`src/rtl/ddr_seq_pkg.sv`:
```
package ddr_seq_pkg;

  typedef enum logic [3:0] {
    S_IDLE, S_ACT, S_RCD, S_RDC, S_WRC, S_CL,
    S_RDAT, S_WDAT, S_DAL, S_AREF, S_RFC
  } seq_state_t;

  // {cs_n, ras_n, cas_n, we_n}
  localparam logic [3:0] CMD_NOP = 4'b0111;
  localparam logic [3:0] CMD_ACT = 4'b0011;
  localparam logic [3:0] CMD_RD  = 4'b0101;
  localparam logic [3:0] CMD_WR  = 4'b0100;
  localparam logic [3:0] CMD_REF = 4'b0001;

  // clocks spent in a data state: two beats per clock
  function automatic logic [2:0] burst_clocks(input logic [1:0] code);
    case (code)
      2'd3:    burst_clocks = 3'd4;
      2'd2:    burst_clocks = 3'd2;
      default: burst_clocks = 3'd1;
    endcase
  endfunction

endpackage

```
`src/rtl/seq_timer.sv`:
```
module seq_timer #(
  parameter int CNT_W = 8
) (
  input  logic             clk,
  input  logic             rst,
  input  logic             load,
  input  logic [CNT_W-1:0] load_val,
  output logic             last
);
  logic [CNT_W-1:0] cnt;

  always_ff @(posedge clk) begin
    if (rst)            cnt <= '0;
    else if (load)      cnt <= load_val;
    else if (cnt != '0) cnt <= cnt - 1'b1;
  end

  assign last = (cnt == '0);
endmodule

```
`src/rtl/seq_out_reg.sv`:
```
module seq_out_reg
  import ddr_seq_pkg::*;
#(
  parameter int BA_W   = 2,
  parameter int ROW_W  = 13,
  parameter int COL_W  = 10,
  parameter int AP_BIT = 10
) (
  input  logic             clk,
  input  logic             rst,
  input  seq_state_t       st_q,
  input  seq_state_t       st_d,
  input  logic [BA_W-1:0]  live_ba,
  input  logic [ROW_W-1:0] live_row,
  input  logic [BA_W-1:0]  held_ba,
  input  logic [COL_W-1:0] held_col,
  output logic [3:0]       cmd,
  output logic [BA_W-1:0]  ba,
  output logic [ROW_W-1:0] addr,
  output logic             rd_phase,
  output logic             wr_phase,
  output logic             ref_ack,
  output logic             acc_ack
);
  logic [ROW_W-1:0] col_ap;

  always_comb begin
    col_ap              = '0;
    col_ap[COL_W-1:0]   = held_col;
    col_ap[AP_BIT]      = 1'b1;
  end

  always_ff @(posedge clk) begin
    if (rst) begin
      cmd      <= CMD_NOP;
      ba       <= '0;
      addr     <= '0;
      rd_phase <= 1'b0;
      wr_phase <= 1'b0;
      ref_ack  <= 1'b0;
      acc_ack  <= 1'b0;
    end else begin
      cmd  <= CMD_NOP;
      ba   <= '0;
      addr <= '0;
      case (st_d)
        S_ACT:  begin cmd <= CMD_ACT; ba <= live_ba; addr <= live_row; end
        S_RDC:  begin cmd <= CMD_RD;  ba <= held_ba; addr <= col_ap;   end
        S_WRC:  begin cmd <= CMD_WR;  ba <= held_ba; addr <= col_ap;   end
        S_AREF: cmd <= CMD_REF;
        default: ;
      endcase
      rd_phase <= (st_d == S_RDAT);
      wr_phase <= (st_d == S_WDAT);
      ref_ack  <= (st_d == S_AREF) || (st_d == S_RFC);
      acc_ack  <= (st_q == S_IDLE) && (st_d == S_ACT);
    end
  end
endmodule

```
`src/rtl/ddr_access_seq.sv`:
```
module ddr_access_seq
  import ddr_seq_pkg::*;
#(
  parameter int BA_W    = 2,
  parameter int ROW_W   = 13,
  parameter int COL_W   = 10,
  parameter int AP_BIT  = 10,
  parameter int T_RCD   = 3,
  parameter int CAS_LAT = 2,
  parameter int T_WR    = 2,
  parameter int T_RP    = 3,
  parameter int T_RFC   = 6,
  parameter int CNT_W   = 8
) (
  input  logic                        clk,
  input  logic                        rst,
  input  logic                        init_done,
  input  logic                        acc_req,
  input  logic                        acc_rd,
  input  logic [BA_W+ROW_W+COL_W-1:0] acc_addr,
  input  logic [1:0]                  burst_code,
  input  logic                        ref_req,
  output logic                        acc_ack,
  output logic                        ref_ack,
  output logic [3:0]                  mem_cmd,
  output logic [BA_W-1:0]             mem_ba,
  output logic [ROW_W-1:0]            mem_addr,
  output logic                        rd_phase,
  output logic                        wr_phase
);
  localparam int T_DAL = T_WR + T_RP;
  localparam int AW    = BA_W + ROW_W + COL_W;

  seq_state_t       st_q, st_d;
  logic             tmr_last, tmr_load;
  logic [CNT_W-1:0] tmr_val;
  logic [BA_W-1:0]  held_ba;
  logic [COL_W-1:0] held_col;
  logic [1:0]       held_code;

  wire [BA_W-1:0]  live_ba  = acc_addr[AW-1 -: BA_W];
  wire [ROW_W-1:0] live_row = acc_addr[COL_W +: ROW_W];

  always_comb begin
    st_d = st_q;
    case (st_q)
      S_IDLE: if (init_done && ref_req)      st_d = S_AREF;
              else if (init_done && acc_req) st_d = S_ACT;
      S_ACT:  st_d = S_RCD;
      S_RCD:  if (tmr_last) st_d = acc_rd ? S_RDC : S_WRC;
      S_RDC:  st_d = S_CL;
      S_CL:   if (tmr_last) st_d = S_RDAT;
      S_RDAT: if (tmr_last) st_d = S_IDLE;
      S_WRC:  st_d = S_WDAT;
      S_WDAT: if (tmr_last) st_d = S_DAL;
      S_DAL:  if (tmr_last) st_d = S_IDLE;
      S_AREF: st_d = S_RFC;
      S_RFC:  if (tmr_last) st_d = S_IDLE;
      default: st_d = S_IDLE;
    endcase
  end

  always_comb begin
    tmr_val = '0;
    case (st_d)
      S_RCD:          tmr_val = CNT_W'(T_RCD - 2);
      S_CL:           tmr_val = CNT_W'(CAS_LAT - 2);
      S_RDAT, S_WDAT: tmr_val = CNT_W'(burst_clocks(held_code) - 3'd1);
      S_DAL:          tmr_val = CNT_W'(T_DAL - 1);
      S_RFC:          tmr_val = CNT_W'(T_RFC - 2);
      default:        tmr_val = '0;
    endcase
  end
  assign tmr_load = (st_d != st_q);

  always_ff @(posedge clk) begin
    if (rst) begin
      st_q      <= S_IDLE;
      held_ba   <= '0;
      held_col  <= '0;
      held_code <= '0;
    end else begin
      st_q <= st_d;
      if (st_q == S_IDLE && st_d == S_ACT) begin
        held_ba   <= live_ba;
        held_col  <= acc_addr[COL_W-1:0];
        held_code <= burst_code;
      end
    end
  end

  seq_timer #(.CNT_W(CNT_W)) u_timer (
    .clk(clk), .rst(rst), .load(tmr_load), .load_val(tmr_val), .last(tmr_last)
  );

  seq_out_reg #(.BA_W(BA_W), .ROW_W(ROW_W), .COL_W(COL_W), .AP_BIT(AP_BIT)) u_out (
    .clk(clk), .rst(rst), .st_q(st_q), .st_d(st_d),
    .live_ba(live_ba), .live_row(live_row), .held_ba(held_ba), .held_col(held_col),
    .cmd(mem_cmd), .ba(mem_ba), .addr(mem_addr),
    .rd_phase(rd_phase), .wr_phase(wr_phase), .ref_ack(ref_ack), .acc_ack(acc_ack)
  );

  AST_COL_AUTO_PRECHARGE: assert property (@(posedge clk) disable iff (rst)
    (mem_cmd == CMD_RD || mem_cmd == CMD_WR) |-> mem_addr[AP_BIT]);
  AST_ACK_SINGLE_PULSE: assert property (@(posedge clk) disable iff (rst)
    acc_ack |=> !acc_ack);
  AST_REFRESH_BLOCKS_ACCESS: assert property (@(posedge clk) disable iff (rst)
    ref_ack |-> (!acc_ack && mem_cmd != CMD_ACT && mem_cmd != CMD_RD && mem_cmd != CMD_WR));
  AST_WAIT_FOR_INIT: assert property (@(posedge clk) disable iff (rst)
    (st_q == S_IDLE && !init_done) |=> (mem_cmd == CMD_NOP && !ref_ack));
  AST_REFRESH_STARTS_WITH_CMD: assert property (@(posedge clk) disable iff (rst)
    $rose(ref_ack) |-> (mem_cmd == CMD_REF));
  AST_PHASES_EXCLUSIVE: assert property (@(posedge clk) disable iff (rst)
    $onehot0({rd_phase, wr_phase, ref_ack}));
endmodule

```
`config.mk`:
```
export PLATFORM = sky130hd
export DESIGN_NAME = ddr_access_seq
export DESIGN_NICKNAME = d
export VERILOG_FILES = /design/src/rtl/ddr_seq_pkg.sv /design/src/rtl/seq_timer.sv /design/src/rtl/seq_out_reg.sv /design/src/rtl/ddr_access_seq.sv
export SDC_FILE = /design/constraint.sdc
export NUM_CORES = 1
export LEC_CHECK = 0
export BUFFER_PORTS_ARGS = -buffer_cell sky130_fd_sc_hd__buf_4
export CORE_ASPECT_RATIO = 1.2
export CORE_MARGIN = 1.5
export CORE_UTILIZATION = 45
export DETAILED_ROUTE_END_ITERATION = 6
export PLACE_DENSITY = 0.73
export SKIP_CTS_REPAIR_TIMING = 1
export SLEW_MARGIN = 30
export SYNTH_ARGS = -nofsm -noshare
export SYNTH_HDL_FRONTEND = slang
export SYNTH_SLANG_ARGS = --single-unit
```
`constraint.sdc`:
```
create_clock -name clk -period 2.5 [get_ports clk]
set_clock_uncertainty 0.15 [all_clocks]
set_input_delay 0 -clock clk [delete_from_list [all_inputs] [get_ports clk]]
set_output_delay 0 -clock clk [all_outputs]
set_load 0.02 [all_outputs]
```
# After elaboration in Yosys (flattened, before gate mapping)
# Index checks and enable logic that the tools add are counted.
# W data, S select, Z words.
# word_totals
ram_bits	0
latch_bits	0
ff_bits	49
mem_count	0
wordCells	64
out_inout_bits	23
in_bits	33
romBits	0
# op_classes
n_reduce_logical	12
add_sub_neg	2
n_eq_ne	22
multipliers	0
mux	16
n_shift	0
n_div	0
n_bitwise	0
magnitude_cmp	0
# ops
operator	count
$pmux W4 S9	1
$eq A4 B3 Y1 const B	7
$pmux W13 S2	1
$eq A4 B4 Y1 const B	6
$mux W4	6
$pmux W8 S3	1
$eq A4 B2 Y1 const B	4
$mux W8	2
$pmux W3 S4	1
$eq A4 B1 Y1 const B	2
$logic_not A8 Y1	1
$reduce_bool A8 Y1	1
$sub A8 B1 Y8 const B	1
$mux W3	2
$pmux W3 S2	1
$reduce_or A2 Y1	3
$eq A2 B2 Y1 const B	2
$logic_not A4 Y1	1
$ne A4 B4 Y1	1
$pmux W2 S2	1
$sub A3 B1 Y4 const B	1
$logic_and A1 B1 Y1	3
$reduce_or A3 Y1	1
$reduce_bool A2 Y1	1
$logic_or A1 B1 Y1	1

# Longest topological paths before layout
# depth
depth_word	10
depth_mapped	10
ltp_nobuf	8

# Modules after synthesis
# A second synthesis with hierarchy kept.
# unflattened
cells_unflattened	241
area_unflattened_um2	2352.3
# by_module_without_submodules
module	area_each_um2	seq_area_each_um2	n_inst	cells_per_inst
ddr_access_seq	1111.1	360.3	1	125
seq_out_reg	765.7	440.4	1	63
seq_timer	475.5	160.2	1	53

# Worst setup path before layout
# Ideal clock, no wire load.
# synth_path
path_kind	register to register
start	register u_timer.cnt[0]
end	register held_col[3]
setup_time_ns	0.128
required_time_ns	2.222
t_arrival_ns	2.044
period_less_slack_ns	2.321
slack_ns	0.179
path_stages_with_launch	11
path_buffers	2
cell_sequence	dfxtp_1 > inv_1 > ha_1 > or4b_4 > nor2_8 > o311ai_4 > nor3_2 > buf_4 > buf_8 > mux2i_1 > nor2_1
# synth_between
elab_chain_cells	5
word_cells_on_any_way	8
classes_between	eq/ne (1); mux (5); reduce/logical (2)
# synth_rtl
item	line	text
start: declaration	seq_timer.sv:10	logic [CNT_W-1:0] cnt;
start signal: assignment	seq_timer.sv:14	else if (load) cnt <= load_val;
start signal: assignment	seq_timer.sv:15	else if (cnt != '0) cnt <= cnt - 1'b1;
$logic_not A8 Y1 (*)	seq_timer.sv:18	assign last = (cnt == '0);
$mux W4 (on tied branches)	--	
$pmux W4 S9 (*)	ddr_access_seq.sv:46	case (st_q)
$eq A4 B1 Y1 (*)	ddr_access_seq.sv:84	if (st_q == S_IDLE && st_d == S_ACT) begin
$logic_and A1 B1 Y1 (*)	ddr_access_seq.sv:84	
end signal: assignment	ddr_access_seq.sv:86	held_col <= acc_addr[COL_W-1:0];
end: declaration	ddr_access_seq.sv:38	logic [COL_W-1:0] held_col;
# Mark *: on every way between the ends. The rest lies on a longest branch, timed or not.
# A chain may end at the register's enable or synchronous reset.

# Worst setup path after layout
# Ends and elaborated chain as after synthesis.

==> impl_metrics.json <==
{
  "status": "completed",
  "core_area_sq_um": 4330,
  "setup-violations-final": 0,
  "synth_cell_type_count": 48,
  "antennaDiodeCount": 0,
  "syn_nets": 254,
  "synth-edff-count": 0,
  "yosys-mux-area-fraction_pct": 5.81,
  "criticalPathCategory": "register to register",
  "period_needed_ps": 2420,
  "via_per_inst": 5.28,
  "netlist_instances": 220,
  "synthSimpleGateAreaFrac_pct": 25.5,
  "clock-root-buffer": "clkbuf_8",
  "drcViolationCount": 0,
  "dp_hpwl_mm": 3.21,
  "finalNetCount": 344,
  "design_area_sq_um": 3080,
  "synth-async-reset-ratio_pct": 0,
  "ctsHtreeMaxLevel": 2,
  "grt_start_max_net_pins": 39,
  "final_common_cell": "buf_4",
  "synth_area_leaders": "dfxtp_1, nor2_1, mux2i_1, a22oi_1, a21oi_1",
  "dieArea_sq_um": 5010,
  "synth_xor_area_share_pct": 2.97,
  "fin_ws_ps": 82.3,
  "worst_pin_slew_ps": 553,
  "synth_top_cell_by_area": "dfxtp_1",
  "synth_top_family_by_area": "simple AND/OR/NAND/NOR gates",
  "die_w_um": 64.9,
  "antenna_left": 0,
  "routed_wl_mm": 5.68,
  "worstPathRequired_ps": 2540,
  "drive_gt1_share_pct": 29.9,
  "first_pass_iters": 4,
  "synth_top_area_share_pct": 46.5,
  "synth_compound_area_share_pct": 14.0,
  "synth-seq-area-share_pct": 46.5,
  "timing.hold.ws_ps": 17.7,
  "end_kind": "register",
  "portBuffers": 54,
  "max_cap_violations": 0,
  "grt_overflow": 0,
  "fmax_mhz": 414,
  "final_cell_mix": "buf_4, dfxtp_1, nor2_1, dlygate4sd3_1, a21oi_1",
  "place.gp.congestion": 0.862,
  "slew_headroom_pct": 62.6,
  "clk_latency_ps": 300,
  "ys_ff_latch": 48,
  "cts_tree": "yes",
  "synth-main-ff-cell": "dfxtp_1",
  "cts_buffer_depth": 2,
  "pre_cts_slack_ps": 60.1,
  "hold_class": "input pin to register",
  "num_rows": 26,
  "yosys_warnings": 0,
  "syn_area_sq_um": 2070,
  "synthAdderAreaFrac_pct": 0.605,
  "wl_per_cell_um": 15.5,
  "grt_pass1_vias": 1695,
  "period_share_pct": 96.7,
  "vdd_drop_max_mv": 0.695,
  "die_y_um": 77.2,
  "grt_pass1_wl_mm": 7.71,
  "ios": 56,
  "dr_total_vias": 1939,
  "hold_viol": 0,
  "synthToLayoutAreaGrowth_pct": 49.0,
  "drt-initial-drc-count": 159,
  "path_clk_slew_ps": 90,
  "path_max_fanout": 5,
  "avgSynthCellArea_sq_um": 9.40,
  "start_util_pct": 47.8,
  "power_density_nw_per_um2": 1300,
  "crit_arrival_ps": 2460,
  "cts_made_buffers": 5,
  "slew_violations": 0,
  "grt_usage_pct": 19.3,
  "antenna_found_initial": 0,
  "p_leak_nw": 1.28,
  "n_fill_cell": 309,
  "postPlaceCellArea_sq_um": 2550,
  "clkSinkCount": 48,
  "startpoint_type": "register"
}
## metal layers
metal	up-vias	routed length (um)	track usage, %
met1	906	2200	23.6
met3	10	321	6.30
met2	73	3080	31.1
met5	-	0	0
li1	950	-	-
met4	0	85	7.66
## flip-flops by register name (all words and copies together), names as in the netlist
register and cells:
held_ba 2, u_out.ref_ack 1, held_col 10, u_out.cmd 3
st_q 4, u_out.acc_ack 1, u_out.wr_phase 1, u_timer.cnt 8
u_out.addr 13, held_code 2, u_out.ba 2, u_out.rd_phase 1
## power by group
part | switching, mW | internal [mW] | total [mW]
Sequential | 0.169 | 0.975 | 1.14
Combinational | 1.17 | 1.11 | 2.28
Clock | 0.260 | 0.327 | 0.587
Total | 1.60 | 2.41 | 4.01
## layout make-up
class                           count  area [sq um]  share of cell area [%]
Inverter                            4          15.0                   0.487
Clock buffer                        6          82.6                    2.68
Multi-Input combinational cell    155          1060                    34.3
Sequential cell                    48           963                    31.3
Tap cell                           56          70.1                    2.27
Clock inverter                      2          38.8                    1.26
Timing Repair Buffer               96           855                    27.7
## worst paths after layout
check / from / to / slack [ps] / depth (start not counted)
setup / recovery: u_timer.cnt[0]$_SDFFE_PP0P_ / held_col[3]$_SDFFE_PP0P_ / 80 / 10
hold reg to reg: held_ba[1]$_SDFFE_PP0P_ / u_out.ba[1]$_SDFF_PP0_ / 330 / 2
hold / removal: ref_req / u_out.ref_ack$_SDFF_PP0_ / 20 / 3
setup reg to reg: u_timer.cnt[0]$_SDFFE_PP0P_ / held_col[3]$_SDFFE_PP0P_ / 80 / 10
## kinds of logic (layout without fill, tap and decap cells)
logic type / after synthesis / in the layout
xor+xnor: 7 / 7
flops: 48 / 48
other cells: 1 / 1
buf+inv: 17 / 108
fa+ha+maj: 1 / 1
compound gates: 40 / 40
mux: 12 / 12
simple gates: 94 / 94
## critical path, cell delays in order, from the launching register on
cell       delay (ps)
dfxtp_2           340
inv_1              60
ha_2              190
or4b_4            520
nor2_8            130
o311ai_4          130
nor3_4            230
buf_12            150
clkbuf_16         140
mux2i_1           190
nor2_1             60
## metrics by stage
stage / util [%] / cells / power (mW) / setup TNS (ps)
after global routing: 71.2 / 367 / 4.26 / -318
final: 71.2 / 367 / 4.01 / 0
after floorplan: - / 220 / 2.51 / 0
after detailed placement: 59.0 / 326 / 3.04 / 0
after CTS: 61.8 / 334 / 3.64 / 0
after global placement: 59.0 / 326 / 3.00 / 0
## cell usage after synthesis (all sizes together) (3+ instances only)
cell / instances
inv: 4
o21ai: 4
buf: 6
xnor2: 4
clkbuf: 7
a22oi: 10
and3: 3
nand2b: 5
nand4: 3
mux2i: 12
nor4bb: 3
dfxtp: 48
nor2: 37
nand2: 12
nor3: 4
nor4: 3
xor2: 3
a21oi: 13
and2: 5
nor4b: 6
No activity file was read; power rests on OpenSTA's default activity.
